### src/rtl/qdec_pkg.sv
package qdec_pkg;

    typedef enum logic [1:0] {
        EDGE_RISE = 2'b00,
        EDGE_FALL = 2'b01,
        EDGE_BOTH = 2'b10,
        EDGE_NONE = 2'b11
    } edge_sel_e;

    typedef struct packed {
        logic up;
        logic down;
        logic err;
    } step_t;

    localparam step_t STEP_IDLE = '{up: 1'b0, down: 1'b0, err: 1'b0};

endpackage

### src/rtl/qdec_sync.sv
module qdec_sync #(
    parameter int STAGES  = 2,
    parameter bit RST_VAL = 1'b0
) (
    input  logic clk,
    input  logic rst_n,
    input  logic din,
    output logic dout
);
    localparam int LAST = STAGES - 1;

    logic [LAST:0] chain_d;
    logic [LAST:0] chain_q;

    always_comb begin
        chain_d = {chain_q[LAST-1:0], din};
    end

    always_ff @(posedge clk) begin
        if (!rst_n) chain_q <= {STAGES{RST_VAL}};
        else        chain_q <= chain_d;
    end

    assign dout = chain_q[LAST];

    initial begin
        a_stages_r12: assert (STAGES >= 2);
    end
endmodule

### src/rtl/qdec_edge.sv
module qdec_edge #(
    parameter int NCH = 2
) (
    input  logic           clk,
    input  logic           rst_n,
    input  logic [NCH-1:0] lvl,
    output logic [NCH-1:0] rise,
    output logic [NCH-1:0] fall
);
    logic [NCH-1:0] hist_d;
    logic [NCH-1:0] hist_q;

    // History always follows the sampled level, enable or not.
    always_comb begin
        hist_d = lvl;
    end

    always_ff @(posedge clk) begin
        if (!rst_n) hist_q <= '0;
        else        hist_q <= hist_d;
    end

    for (genvar i = 0; i < NCH; i++) begin : g_ch
        assign rise[i] =  lvl[i] & ~hist_q[i];
        assign fall[i] = ~lvl[i] &  hist_q[i];
    end
endmodule

### src/rtl/qdec_dir.sv
module qdec_dir
    import qdec_pkg::*;
(
    input  logic [1:0] rise,
    input  logic [1:0] fall,
    input  logic [1:0] lvl,
    input  logic [1:0] sel,
    input  logic       quad,
    output step_t      step
);
    localparam int CH_A = 0;
    localparam int CH_B = 1;

    logic act_r, act_f, moved_a, moved_b;

    always_comb begin
        act_r   = (sel == EDGE_RISE) || (sel == EDGE_BOTH);
        act_f   = (sel == EDGE_FALL) || (sel == EDGE_BOTH);
        moved_a = rise[CH_A] | fall[CH_A];
        moved_b = rise[CH_B] | fall[CH_B];
        step    = STEP_IDLE;
        if (!quad) begin
            step.up = (rise[CH_A] & act_r) | (fall[CH_A] & act_f);
        end else if (moved_a && moved_b) begin
            step.err = 1'b1;
        end else if (rise[CH_A] && act_r) begin
            step.down = lvl[CH_B];
            step.up   = ~lvl[CH_B];
        end else if (fall[CH_A] && act_f) begin
            step.up   = lvl[CH_B];
            step.down = ~lvl[CH_B];
        end else if (rise[CH_B] && act_r) begin
            step.up   = lvl[CH_A];
            step.down = ~lvl[CH_A];
        end else if (fall[CH_B] && act_f) begin
            step.down = lvl[CH_A];
            step.up   = ~lvl[CH_A];
        end
    end

    always_comb begin
        a_dir_excl_r10: assert (!(step.up && step.down));
    end
endmodule

### src/rtl/qdec_top.sv
module qdec_top
    import qdec_pkg::*;
#(
    parameter int SYNC_STAGES = 2
) (
    input  logic       clk,
    input  logic       rst_n,
    input  logic       en,
    input  logic       quad_mode,
    input  logic [1:0] edge_sel,
    input  logic       in_a,
    input  logic       in_b,
    output logic       cnt_up,
    output logic       cnt_dn,
    output logic       seq_err
);
    localparam int NCH = 2;

    logic [NCH-1:0] raw;
    logic [NCH-1:0] lvl;
    logic [NCH-1:0] rise;
    logic [NCH-1:0] fall;
    step_t          dec;

    typedef struct packed {
        step_t out;
    } state_t;

    state_t st_d, st_q;

    assign raw = {in_b, in_a};

    for (genvar i = 0; i < NCH; i++) begin : g_sync
        qdec_sync #(.STAGES(SYNC_STAGES), .RST_VAL(1'b0)) u_sync (
            .clk  (clk),
            .rst_n(rst_n),
            .din  (raw[i]),
            .dout (lvl[i])
        );
    end

    qdec_edge #(.NCH(NCH)) u_edge (
        .clk  (clk),
        .rst_n(rst_n),
        .lvl  (lvl),
        .rise (rise),
        .fall (fall)
    );

    qdec_dir u_dir (
        .rise (rise),
        .fall (fall),
        .lvl  (lvl),
        .sel  (edge_sel),
        .quad (quad_mode),
        .step (dec)
    );

    always_comb begin
        st_d     = st_q;
        st_d.out = en ? dec : STEP_IDLE;
    end

    always_ff @(posedge clk) begin
        if (!rst_n) st_q <= '{out: STEP_IDLE};
        else        st_q <= st_d;
    end

    assign cnt_up  = st_q.out.up;
    assign cnt_dn  = st_q.out.down;
    assign seq_err = st_q.out.err;

    p_onehot_r10: assert property (@(posedge clk) disable iff (!rst_n)
        $onehot0({cnt_up, cnt_dn, seq_err}));

    p_gate_r11: assert property (@(posedge clk) disable iff (!rst_n)
        !$past(en) |-> !(cnt_up || cnt_dn || seq_err));

    p_plain_r8: assert property (@(posedge clk) disable iff (!rst_n)
        !$past(quad_mode) |-> !(cnt_dn || seq_err));

    p_none_r7: assert property (@(posedge clk) disable iff (!rst_n)
        ($past(edge_sel) == EDGE_NONE) |-> !(cnt_up || cnt_dn));

    p_reset_r1: assert property (@(posedge clk)
        !$past(rst_n) |-> !(cnt_up || cnt_dn || seq_err));
endmodule

### config.mk
export PLATFORM = sky130hd
export DESIGN_NAME = qdec_top
export DESIGN_NICKNAME = d
export VERILOG_FILES = /design/src/rtl/qdec_pkg.sv /design/src/rtl/qdec_sync.sv /design/src/rtl/qdec_edge.sv /design/src/rtl/qdec_dir.sv /design/src/rtl/qdec_top.sv
export SDC_FILE = /design/constraint.sdc
export NUM_CORES = 1
export LEC_CHECK = 0
export BUFFER_PORTS_ARGS = -buffer_cell sky130_fd_sc_hd__buf_2
export CAP_MARGIN = 15
export CELL_PAD_IN_SITES_DETAIL_PLACEMENT = 0
export CELL_PAD_IN_SITES_GLOBAL_PLACEMENT = 1
export CORE_AREA = 5 5 42 44
export CTS_CLUSTER_SIZE = 14
export DETAILED_ROUTE_END_ITERATION = 10
export DIE_AREA = 0 0 47 49
export GPL_ROUTABILITY_DRIVEN = 0
export MAX_ROUTING_LAYER = met4
export PLACE_DENSITY = 0.76
export SETUP_SLACK_MARGIN = 0.2
export SLEW_MARGIN = 20
export SYNTH_ARGS = -nofsm -noshare
export SYNTH_HDL_FRONTEND = slang
export SYNTH_SLANG_ARGS = --single-unit
### constraint.sdc
create_clock -name clk -period 1.5 [get_ports clk]
set_input_delay 0.15 -clock clk [delete_from_list [all_inputs] [get_ports clk]]
set_output_delay 0.15 -clock clk [all_outputs]
set_load 0.01 [all_outputs]
==> results of run 1 <==
==> per-stage QoR <==
stage                     worst slack [ps]  instance area (sq um)
after floorplan                        234                    468
after global placement                 134                    546
after detailed placement               134                    546
after CTS                              203                    586
after global routing                   184                    667
final                                  244                    667
==> cell families (layout without fill, tap and decap cells) <==
kind of cell | after synthesis | in the layout | share of synthesized area [%]
flip-flops | 9 | 9 | 38.5
multiplexers | 1 | 1 | 2.14
adder cells (fa/ha/maj) | 6 | 6 | 16.0
AND/OR/NAND/NOR | 17 | 17 | 25.1
AO/OA/AOI/OAI | 7 | 7 | 13.4
buffers and inverters | 6 | 23 | 4.81
==> report_power, final <==
part	leakage (nW)	total [mW]	switching, mW	internal, mW
Sequential	0.0756	0.251	0.00495	0.246
Clock	0.0150	0.179	0.0770	0.102
Combinational	0.202	0.0708	0.0354	0.0354
Total	0.292	0.501	0.117	0.383
==> worst max-delay path, cell delays in order (launching register included) <==
cell and delay (ps):
dfxtp_2 330, inv_1 40, ha_1 180, o21ai_2 90, mux2i_2 260, a221oi_2 90, nor4b_2 190
==> sequential cells by signal (all words and copies together), names as in the netlist <==
signal,flops
seq_err,1
g_sync.u_sync.chain_q,4
u_edge.hist_q,2
cnt_dn,1
cnt_up,1
==> how the worst min path moves through the flow <==
stage	end	depth (start not counted)
after floorplan	g_sync[0].u_sync.chain_q[0]	1
after global placement	g_sync[0].u_sync.chain_q[0]	2
after detailed placement	g_sync[1].u_sync.chain_q[0]	2
after CTS	g_sync[1].u_sync.chain_q[0]	2
after global routing	g_sync[1].u_sync.chain_q[0]	2
final	g_sync[1].u_sync.chain_q[0]	2
==> synthesized netlist by cell type <==
master / count / area [sq um]
dfxtp_1: 9 / 180
and2_1: 6 / 37.5
ha_1: 6 / 75.1
inv_1: 6 / 22.5
nand2_1: 2 / 7.51
nor4b_2: 2 / 30.0
a21oi_1: 1 / 5.00
a21oi_2: 1 / 8.76
a221oi_1: 1 / 8.76
a311oi_1: 1 / 8.76
and3_1: 1 / 6.26
and4_1: 1 / 8.76
mux2i_1: 1 / 10.0
nand3_1: 1 / 5.00
nand4_1: 1 / 6.26
nor2_1: 1 / 3.75
nor3_1: 1 / 5.00
nor3b_1: 1 / 7.51
o211ai_1: 1 / 7.51
o21a_4: 1 / 15.0
o21ai_2: 1 / 8.76
==> layer usage <==
metal / up-vias / wire, um
met5: - / 0
met4: 0 / 10
met3: 2 / 45
met2: 7 / 414
met1: 170 / 396
li1: 196 / -
==> what timing repair did <==
item                                    CTS  global route
resized for setup                         4            16
endpoints found under the setup margin    2             2
hold buffers                              0             0
pin swaps                                 0             5
buffers inserted                          0             2
gates cloned                              0             0
==> final cells by class <==
class	count	area, sq um	share of cell area (%)
clock buffer	4	26.3	3.94
inverter	6	25.0	3.75
multi-input combinational	31	335	50.3
sequential	9	188	28.1
tap	16	20.0	3.00
timing repair buffer	13	72.6	10.9
==> run summary, run 1 <==
outcome: complete, no violations
CTS max path bufs: 2
CP Launch Point: u_edge.hist_q[1]
leak pwr: 0.292 nW
# diodes: 0
Pre-antenna DRT Iters: 4
max-slew violations: 0
RSZ-0062 raised after global routing: yes
WHS: 99.0 ps
most frequent cells in the layout: buf_2, and2_1, inv_1, dfxtp_1, ha_1
drt via density: 4.75
worst skew pair latency: 250 ps
Util after Layout: 47.6%
Overall Global Routing Usage: 8.52%
Cells after DPL: 73
non-filler cells, final: 79
DIE AREA: 2300 sq um
# Max-Cap Violations: 0
Clock H-tree levels: 1
Peak VDD IR: 0.392 mV
Setup Viol. Count Final: 0
Die Span Y: 49 um
CP Capture Point: cnt_dn
Least-Margin Pin Slew: 214 ps
GR Util met2: 11.8%
worst-path maximum fanout: 2
busiest metal layer after global routing: met2
syn_area_per_cell: 10.2 sq um
Core Rows: 14
Clock Skew: 2.18 ps
via count: 375
CP Capture Type: register
r2r startpoint: u_edge.hist_q[1]
sequential-to-total area share from yosys stat: 38.5%
CTS Buf Count: 3
most common cell after layout, fill and taps aside: buf_2
worst hold start: in_b
FF-to-FF setup slack: 240 ps
worst slew margin relative to its limit: 85.7%
Reg clk slew, reported paths: 60 ps
cell area after synthesis: 468 sq um
Hold Path Class: in2reg
Tcrit/Tclk final: 83.7%
Gate Count Post-Synth: 46
Fmax achieved: 796 MHz
flops & latches, synth: 9
Post-DP HPWL: 609 um
TritonCTS clock tree: built
reg-to-reg endpoint: cnt_dn
ratio of cells with drive above 1 in the final layout: 54.0%
I/O pins: 11
largest net degree at the start of global routing: 9
DRC: 0
YS warnings: 0
startpoint type of the worst setup path: register
IO Port Bufs: 10
total power: 0.501 mW
total global routing overflow: 0
worst-case reg-to-reg path depth: 6
Nets: 78
minimum clock period: 1260 ps
GR Util met3: 3.32%
routed len/inst: 11.0 um
path type of the worst setup path: reg2reg
clock tree root buffer cell: clkbuf_4
Die X-Extent: 47 um
Final ANT Viol Nets: 0
PwrDens: 751 nW/um^2
# clock sinks: 9
crit path DAT: 1430 ps
Detailed Route Iter0 Violations: 3
final wirelength: 867 um
syn_nets: 60
Post-Route Setup TNS: 0 ps
Starting Density: 33.4%
Crit path required time: 1670 ps
initial antenna violation count: 0
area delta synth->final: 42.5%
GR met1 Demand/Resource: 9.23%
Hold Fails Final Rpt: 0
core region area: 1400 sq um
number of global-route vias before repair: 358
Netlist cell types: 21
fillcell total: 140
first-pass GRT wire length: 1350 um
Power figures use the tool's default switching activity.
==> run 2, diff against run 1 <==
Settings changed: ABC_AREA from default to 1, CORE_AREA 5 5 42 44 to default, CORE_MARGIN from default to 5, CORE_UTILIZATION from default to 31, DIE_AREA 0 0 47 49 to default, PLACE_DENSITY 0.76 to 0.75.
Clock period 1.5 ns to 1.05 ns, I/O delays scaled along.
==> run 2 against run 1 <==
The flow now finishes with violations (negative setup slack). Final area is 0.19% higher. Clock power increased by 45%. Global-route usage shrank 0.12 points. Critical path depth shrank 1. Non-clock buffer count grew 2. Sequential power is 43% higher. Sequential share of layout area shrank 0.053 points. Via count increased by 12%. Synthesized cell count grew 43%. Largest power group unchanged. Synthesized area grew 3.7%.
==> run summary, run 2 <==
outcome: finished, violations left
failing checks: negative setup slack
startpoint type of the worst setup path: register
post-synthesis compound-gate area fraction: 7.47% (-5.9 points)
Post-DP HPWL: 692 um (+14%)
# Max-Cap Violations: 0 (unchanged)
Peak VDD IR: 0.597 mV (+52%)
Slowest-stage cell, CP: dfxtp_4
worst setup margin: -36.2 ps (-280 ps)
worst slew margin relative to its limit: 89.4% (+3.7 points)
Post-synth top flop: dfxtp_1
hold buffers post-CTS: 0 (unchanged)
WHS: 26.6 ps (-72.3 ps)
busiest metal layer after global routing: met2
CTS Buf Count: 3 (unchanged)
Clock Skew: 2.14 ps (-0.0327 ps)
Hold Fails Final Rpt: 0 (unchanged)
sequential-to-total area share from yosys stat: 37.1% (-1.4 points)
core region area: 1490 sq um (+6.3%)
Post-synth EDFFs: 0 (unchanged)
number of global-route vias before repair: 391 (+9.2%)
cell area after synthesis: 485 sq um (+3.7%)
RSZ-0062 raised after global routing: yes
Core Rows: 14 (unchanged)
most frequent cells in the layout: nand2_1, inv_1, buf_2
Pre-antenna DRT Iters: 4 (unchanged)
# clock sinks: 9 (unchanged)
ys async rst share: 0% (unchanged)
YS warnings: 0 (unchanged)
Commonest cells post-synth: nand2_1, inv_1, dfxtp_1
syn_nets: 80 (+33%)
ratio of cells with drive above 1 in the final layout: 47.6% (-6.3 points)
I/O pins: 11 (unchanged)
max reg flops: 4 (unchanged)
crit path DAT: 1280 ps (-150 ps)
clock tree root buffer cell: clkbuf_4
Util after Layout: 44.9% (-2.7 points)
area delta synth->final: 37.6%
IO Port Bufs: 10 (unchanged)
CTS max path bufs: 2 (unchanged)
Fmax achieved: 921 MHz (+16%)
largest net degree at the start of global routing: 9 (unchanged)
Setup WS pre-CTS: -56.5 ps (-191 ps)
mux cell area share after synthesis: 0% (-2.1 points)
Synth Area in Adders: 15.5% (-0.58 points)
worst-path maximum fanout: 4 (+2)
drt via density: 4.21 (-11%)
leak pwr: 0.338 nW (+16%)
Final ANT Viol Nets: 0 (unchanged)
GR met1 Demand/Resource: 8.71% (-0.52 points)
total global routing overflow: 0 (unchanged)
GR Util met3: 3.01% (-0.31 points)
path type of the worst setup path: reg2reg
routed len/inst: 8.29 um (-24%)
Crit path required time: 1250 ps (-420 ps)
Least-Margin Pin Slew: 158 ps (-55.6 ps)
Overall Global Routing Usage: 8.40% (-0.12 points)
top cell type's share of synthesized area: 37.1% (-1.4 points)
syn_area_per_cell: 7.36 sq um (-28%)
Nets: 99 (+27%)
DRC: 0 (unchanged)
first-pass GRT wire length: 1510 um (+12%)
final wirelength: 829 um (-4.4%)
GR Util met2: 12.1% (+0.31 points)
main combinational cell family by area after synthesis: simple AND/OR/NAND/NOR gates
Simple-Gate Fraction of Synth Area: 26.0% (+0.90 points)
Starting Density: 32.6% (-0.79 points)
Reg clk slew, reported paths: 60 ps (about the same)
largest registers: g_sync.u_sync.chain_q: 4 flops, u_edge.hist_q: 2 flops
Detailed Route Iter0 Violations: 4 (+1)
minimum clock period: 1090 ps (-170 ps)
most common cell after layout, fill and taps aside: nand2_1
Gate Count Post-Synth: 66 (+43%)
Hold Path Class: in2reg
top post-synthesis cells by area: dfxtp_1, ha_1, nand2_1
PwrDens: 1070 nW/um^2 (+43%)
Netlist cell types: 16 (-24%)
max-slew violations: 0 (unchanged)
via count: 421 (+12%)
TritonCTS clock tree: built
top-count cell post-synth: nand2_1
area leader, netlist: dfxtp_1
initial antenna violation count: 0 (unchanged)
Setup Viol. Count Final: 2 (+2)
crit-path cells: inv_4 -> ha_4 -> nor2_2 -> or2_1 -> a21oi_2
area share of xor/xnor cells in the synthesized design: 0% (unchanged)
crit-path max cell delay: 370 ps (+40 ps)
worst skew pair latency: 260 ps (about the same)
CP Capture Type: register
Tcrit/Tclk final: 103% (+20 points)
# diodes: 0 (unchanged)
Die Span Y: 49.6 um (+1.2%)
Reg with most FFs: g_sync.u_sync.chain_q
DIE AREA: 2460 sq um (+6.7%)
flops & latches, synth: 9 (unchanged)
Clock H-tree levels: 1 (unchanged)
Die X-Extent: 49.6 um (+5.5%)
==> run 2: cell families (layout without fill, tap and decap cells) <==
logic type | Yosys count | in the layout
AO/OA/AOI/OAI | 5 | 5
AND/OR/NAND/NOR | 29 | 29
buffers and inverters | 17 | 35
adder cells (fa/ha/maj) | 6 | 6
flip-flops | 9 | 9
==> run 2: cell type report <==
cell class / count / area [sq um]
Fill cell: 169 / 821
Multi-Input combinational cell: 40 / 284
Sequential cell: 9 / 188
Timing Repair Buffer: 15 / 87.6
Inverter: 16 / 62.6
Clock buffer: 4 / 26.3
Tap cell: 16 / 20.0
==> run 2: power by group <==
group | switching [mW] | total (mW) | internal [mW]
Combinational | 0.0496 | 0.0976 | 0.0480
Sequential | 0.00762 | 0.359 | 0.352
Clock | 0.114 | 0.260 | 0.146
Total | 0.172 | 0.717 | 0.546
==> run 2: worst paths after layout <==
kind	startpoint	end	slack [ps]	cells past startpoint
worst min register to register	g_sync[1].u_sync.chain_q[0]	g_sync[1].u_sync.chain_q[1]	410	2
worst max register to register	g_sync[1].u_sync.chain_q[1]	cnt_dn	-40	5
worst max-delay path	g_sync[1].u_sync.chain_q[1]	cnt_dn	-40	5
worst min-delay path	in_b	g_sync[1].u_sync.chain_q[0]	30	3
==> run 2: metal layers <==
metal  share of wire, %  wire (um)
met1                 43        354
met2                 48        394
met3                4.9         41
met4                4.6         38
met5                  0          0
==> run 2: timing repair <==
action                     CTS  global route
pin swaps                    4             4
gates resized for setup      8             1
buffers inserted             0             2
setup endpoints to repair    3             3
==> run 2: metrics by stage <==
| stage | power, mW | setup TNS [ps] | cells | cell area, sq um |
|---|---|---|---|---|
| final | 0.717 | -60.9 | 100 | 668 |
| after detailed placement | 0.456 | -101 | 94 | 604 |
| after global routing | 0.771 | -302 | 100 | 668 |
| after floorplan | 0.425 | 0 | 66 | 519 |
| after global placement | 0.455 | -92.8 | 94 | 604 |
| after CTS | 0.726 | -89.0 | 98 | 651 |
==> run 2: critical path, delay by kind of cell (launching register included) <==
family,cells,cell delay [ps]
compound gates,1,90
simple gates,2,250
flops,1,370
fa+ha+maj,1,270
buf+inv,1,40
==> run 3, diff against run 2 <==
Settings changed: CORE_ASPECT_RATIO from default to 0.9, RECOVER_POWER from default to 100.
==> run 3 against run 2 <==
The run still ends with negative setup slack left. Sequential share of layout area down 0.78 points. Clock skew up 5.4 ps. Worst setup slack lost 44 ps. Sequential power about the same. Non-clock buffer count rose by 1. Utilization is 3.3 points higher. Combinational power grew 9%. Routed wire length grew 20%. Total power is 0.88% higher. Hold slack gained 4.1 ps. Critical path type unchanged. Critical endpoint is now cnt_up.
==> run summary, run 3 (synthesized netlist as in run 2, its figures left out) <==
CP top delay family: flip-flops
worst-case reg-to-reg path depth: 6 (+1)
GR Util met2: 17.3% (+5.2 points)
final instance area: 706 sq um (+5.6%)
Reg clk slew, reported paths: 60 ps (about the same)
Clock Skew: 7.59 ps (+5.45 ps)
largest net degree at the start of global routing: 8 (-1)
routed len/inst: 9.93 um (+20%)
RSZ-0062 raised after global routing: yes
Crit path required time: 1240 ps (about the same)
CTS Buf Count: 3 (unchanged)
Hold Fails Final Rpt: 0 (unchanged)
sw power: 0.179 mW (+4.1%)
crit-path cells: inv_4 -> ha_4 -> nor2_2 -> o21ai_2 -> nand3_1 -> a21oi_1
Final ANT Viol Nets: 0 (unchanged)
Starting Density: 33.2% (+0.56 points)
max-slew violations: 0 (unchanged)
crit path DAT: 1320 ps (+40 ps)
worst skew pair latency: 260 ps (about the same)
Cells after DPL: 93 (-1.1%)
crit-path max cell delay: 400 ps (+30 ps)
CP Capture Type: register
Combinational Power Share: 14.6% (+1.0 points)
worst setup margin: -80.4 ps (-44.2 ps)
area delta synth->final: 45.4%
# diodes: 0 (unchanged)
Nets: 100 (+1.0%)
Post-DP Area: 603 sq um (-0.21%)
Die X-Extent: 51.7 um (+4.3%)
most frequent cells in the layout: nand2_1, inv_1, buf_2
Tcrit/Tclk final: 108% (+4.2 points)
Fmax achieved: 885 MHz (-3.9%)
WHS: 30.7 ps (+4.10 ps)
Detailed Route Iter0 Violations: 0 (-4)
drt via density: 4.49 (+6.7%)
path type of the worst setup path: reg2reg
Reg with most FFs: g_sync.u_sync.chain_q
via count: 449 (+6.7%)
non-filler cells, final: 100 (unchanged)
minimum clock period: 1130 ps (+44.2 ps)
total power: 0.724 mW (+0.88%)
CTS max path bufs: 2 (unchanged)
worst slew margin relative to its limit: 87.4% (-2.1 points)
Core Rows: 13 (-1)
Least-Margin Pin Slew: 190 ps (+31.2 ps)
clock tree root buffer cell: clkbuf_4
total global routing overflow: 0 (unchanged)
outcome: finished, violations left
initial antenna violation count: 0 (unchanged)
max reg flops: 4 (unchanged)
TritonCTS clock tree: built
GR Util met3: 3.74% (+0.73 points)
DIE AREA: 2460 sq um (about the same)
ratio of cells with drive above 1 in the final layout: 47.1% (-0.56 points)
number of global-route vias before repair: 397 (+1.5%)
Hold Path Class: in2reg
worst-path maximum fanout: 4 (unchanged)
Overall Global Routing Usage: 9.02% (+0.63 points)
Reg power frac: 49.5% (-0.6 points)
switch share: 24.7% (+0.77 points)
I/O pins: 11 (unchanged)
PwrDens: 1030 nW/um^2 (-4.5%)
final wirelength: 993 um (+20%)
Pre-antenna DRT Iters: 1 (-3)
Worst path depth: 6 (+1)
IO Port Bufs: 10 (unchanged)
GR met1 Demand/Resource: 8.22% (-0.49 points)
first-pass GRT wire length: 1550 um (+2.3%)
Clock power frac: 35.9% (-0.4 points)
# Max-Cap Violations: 0 (unchanged)
most common cell after layout, fill and taps aside: nand2_1
hold path depth: 3 (unchanged)
Post-DP HPWL: 747 um (+8.0%)
leak pwr: 0.346 nW (+2.2%)
largest registers: g_sync.u_sync.chain_q: 4 flops, u_edge.hist_q: 2 flops
Clock H-tree levels: 1 (unchanged)
Peak VDD IR: 0.738 mV (+24%)
critical path buffer and inverter count: 1 (unchanged)
DRC: 0 (unchanged)
Int Power: 0.545 mW (-0.14%)
failing checks: negative setup slack
core region area: 1460 sq um (-1.7%)
Setup Viol. Count Final: 2 (unchanged)
Die Span Y: 47.5 um (-4.1%)
Slowest-stage cell, CP: dfxtp_4
startpoint type of the worst setup path: register
# clock sinks: 9 (unchanged)
busiest metal layer after global routing: met2
-- run 3: power groups by stage --
stage	Clock [mW]	Sequential (mW)	Combinational, mW
after global placement	0	0.367	0.0890
after detailed placement	0	0.368	0.0901
after CTS	0.272	0.360	0.0985
final	0.260	0.358	0.106
after floorplan	0	0.367	0.0580
after global routing	0.291	0.359	0.120
-- run 3: metrics by stage --
step | utilization [%] | worst slack, ps | TNS [ps]
after detailed placement | 41.2 | -107 | -179
final | 48.2 | -80.4 | -152
after CTS | 46.8 | -80.5 | -126
after floorplan | - | 17.0 | 0
after global routing | 48.2 | -154 | -303
after global placement | 41.2 | -66.2 | -117
-- run 3: layout make-up --
| type | instances | area (sq um) |
|---|---|---|
| clock buffer | 4 | 26.3 |
| fill | 153 | 758 |
| sequential | 9 | 193 |
| tap | 15 | 18.8 |
| timing repair buffer | 16 | 93.8 |
| inverter | 16 | 65.1 |
| multi-input combinational | 40 | 309 |
-- run 3: worst register-to-register path, cell delays in order, from the launching register on --
cell     delay (ps)
dfxtp_4         400
inv_4            50
ha_4            260
nor2_2           40
o21ai_2         110
nand3_1          80
a21oi_1         130
-- run 3: timing repair --
action,CTS,global route
pin swaps,5,4
resized for setup,12,3
hold buffers,0,0
setup endpoints to repair,3,3
setup buffers,1,2
endpoints found under the hold margin,0,0
-- run 3: layer usage --
metal,up-vias,share of wire (%)
met5,-,0
met4,0,0
met3,0,4.9
met2,10,56
met1,204,39
li1,235,-
-- run 3: path summary, 6_finish.rpt --
path	start	endpoint	slack, ps
worst max register to register	g_sync[1].u_sync.chain_q[1]	cnt_up	-80
worst min register to register	g_sync[0].u_sync.chain_q[0]	g_sync[0].u_sync.chain_q[1]	410
worst min-delay path	in_a	g_sync[0].u_sync.chain_q[0]	30
worst max-delay path	g_sync[1].u_sync.chain_q[1]	cnt_up	-80
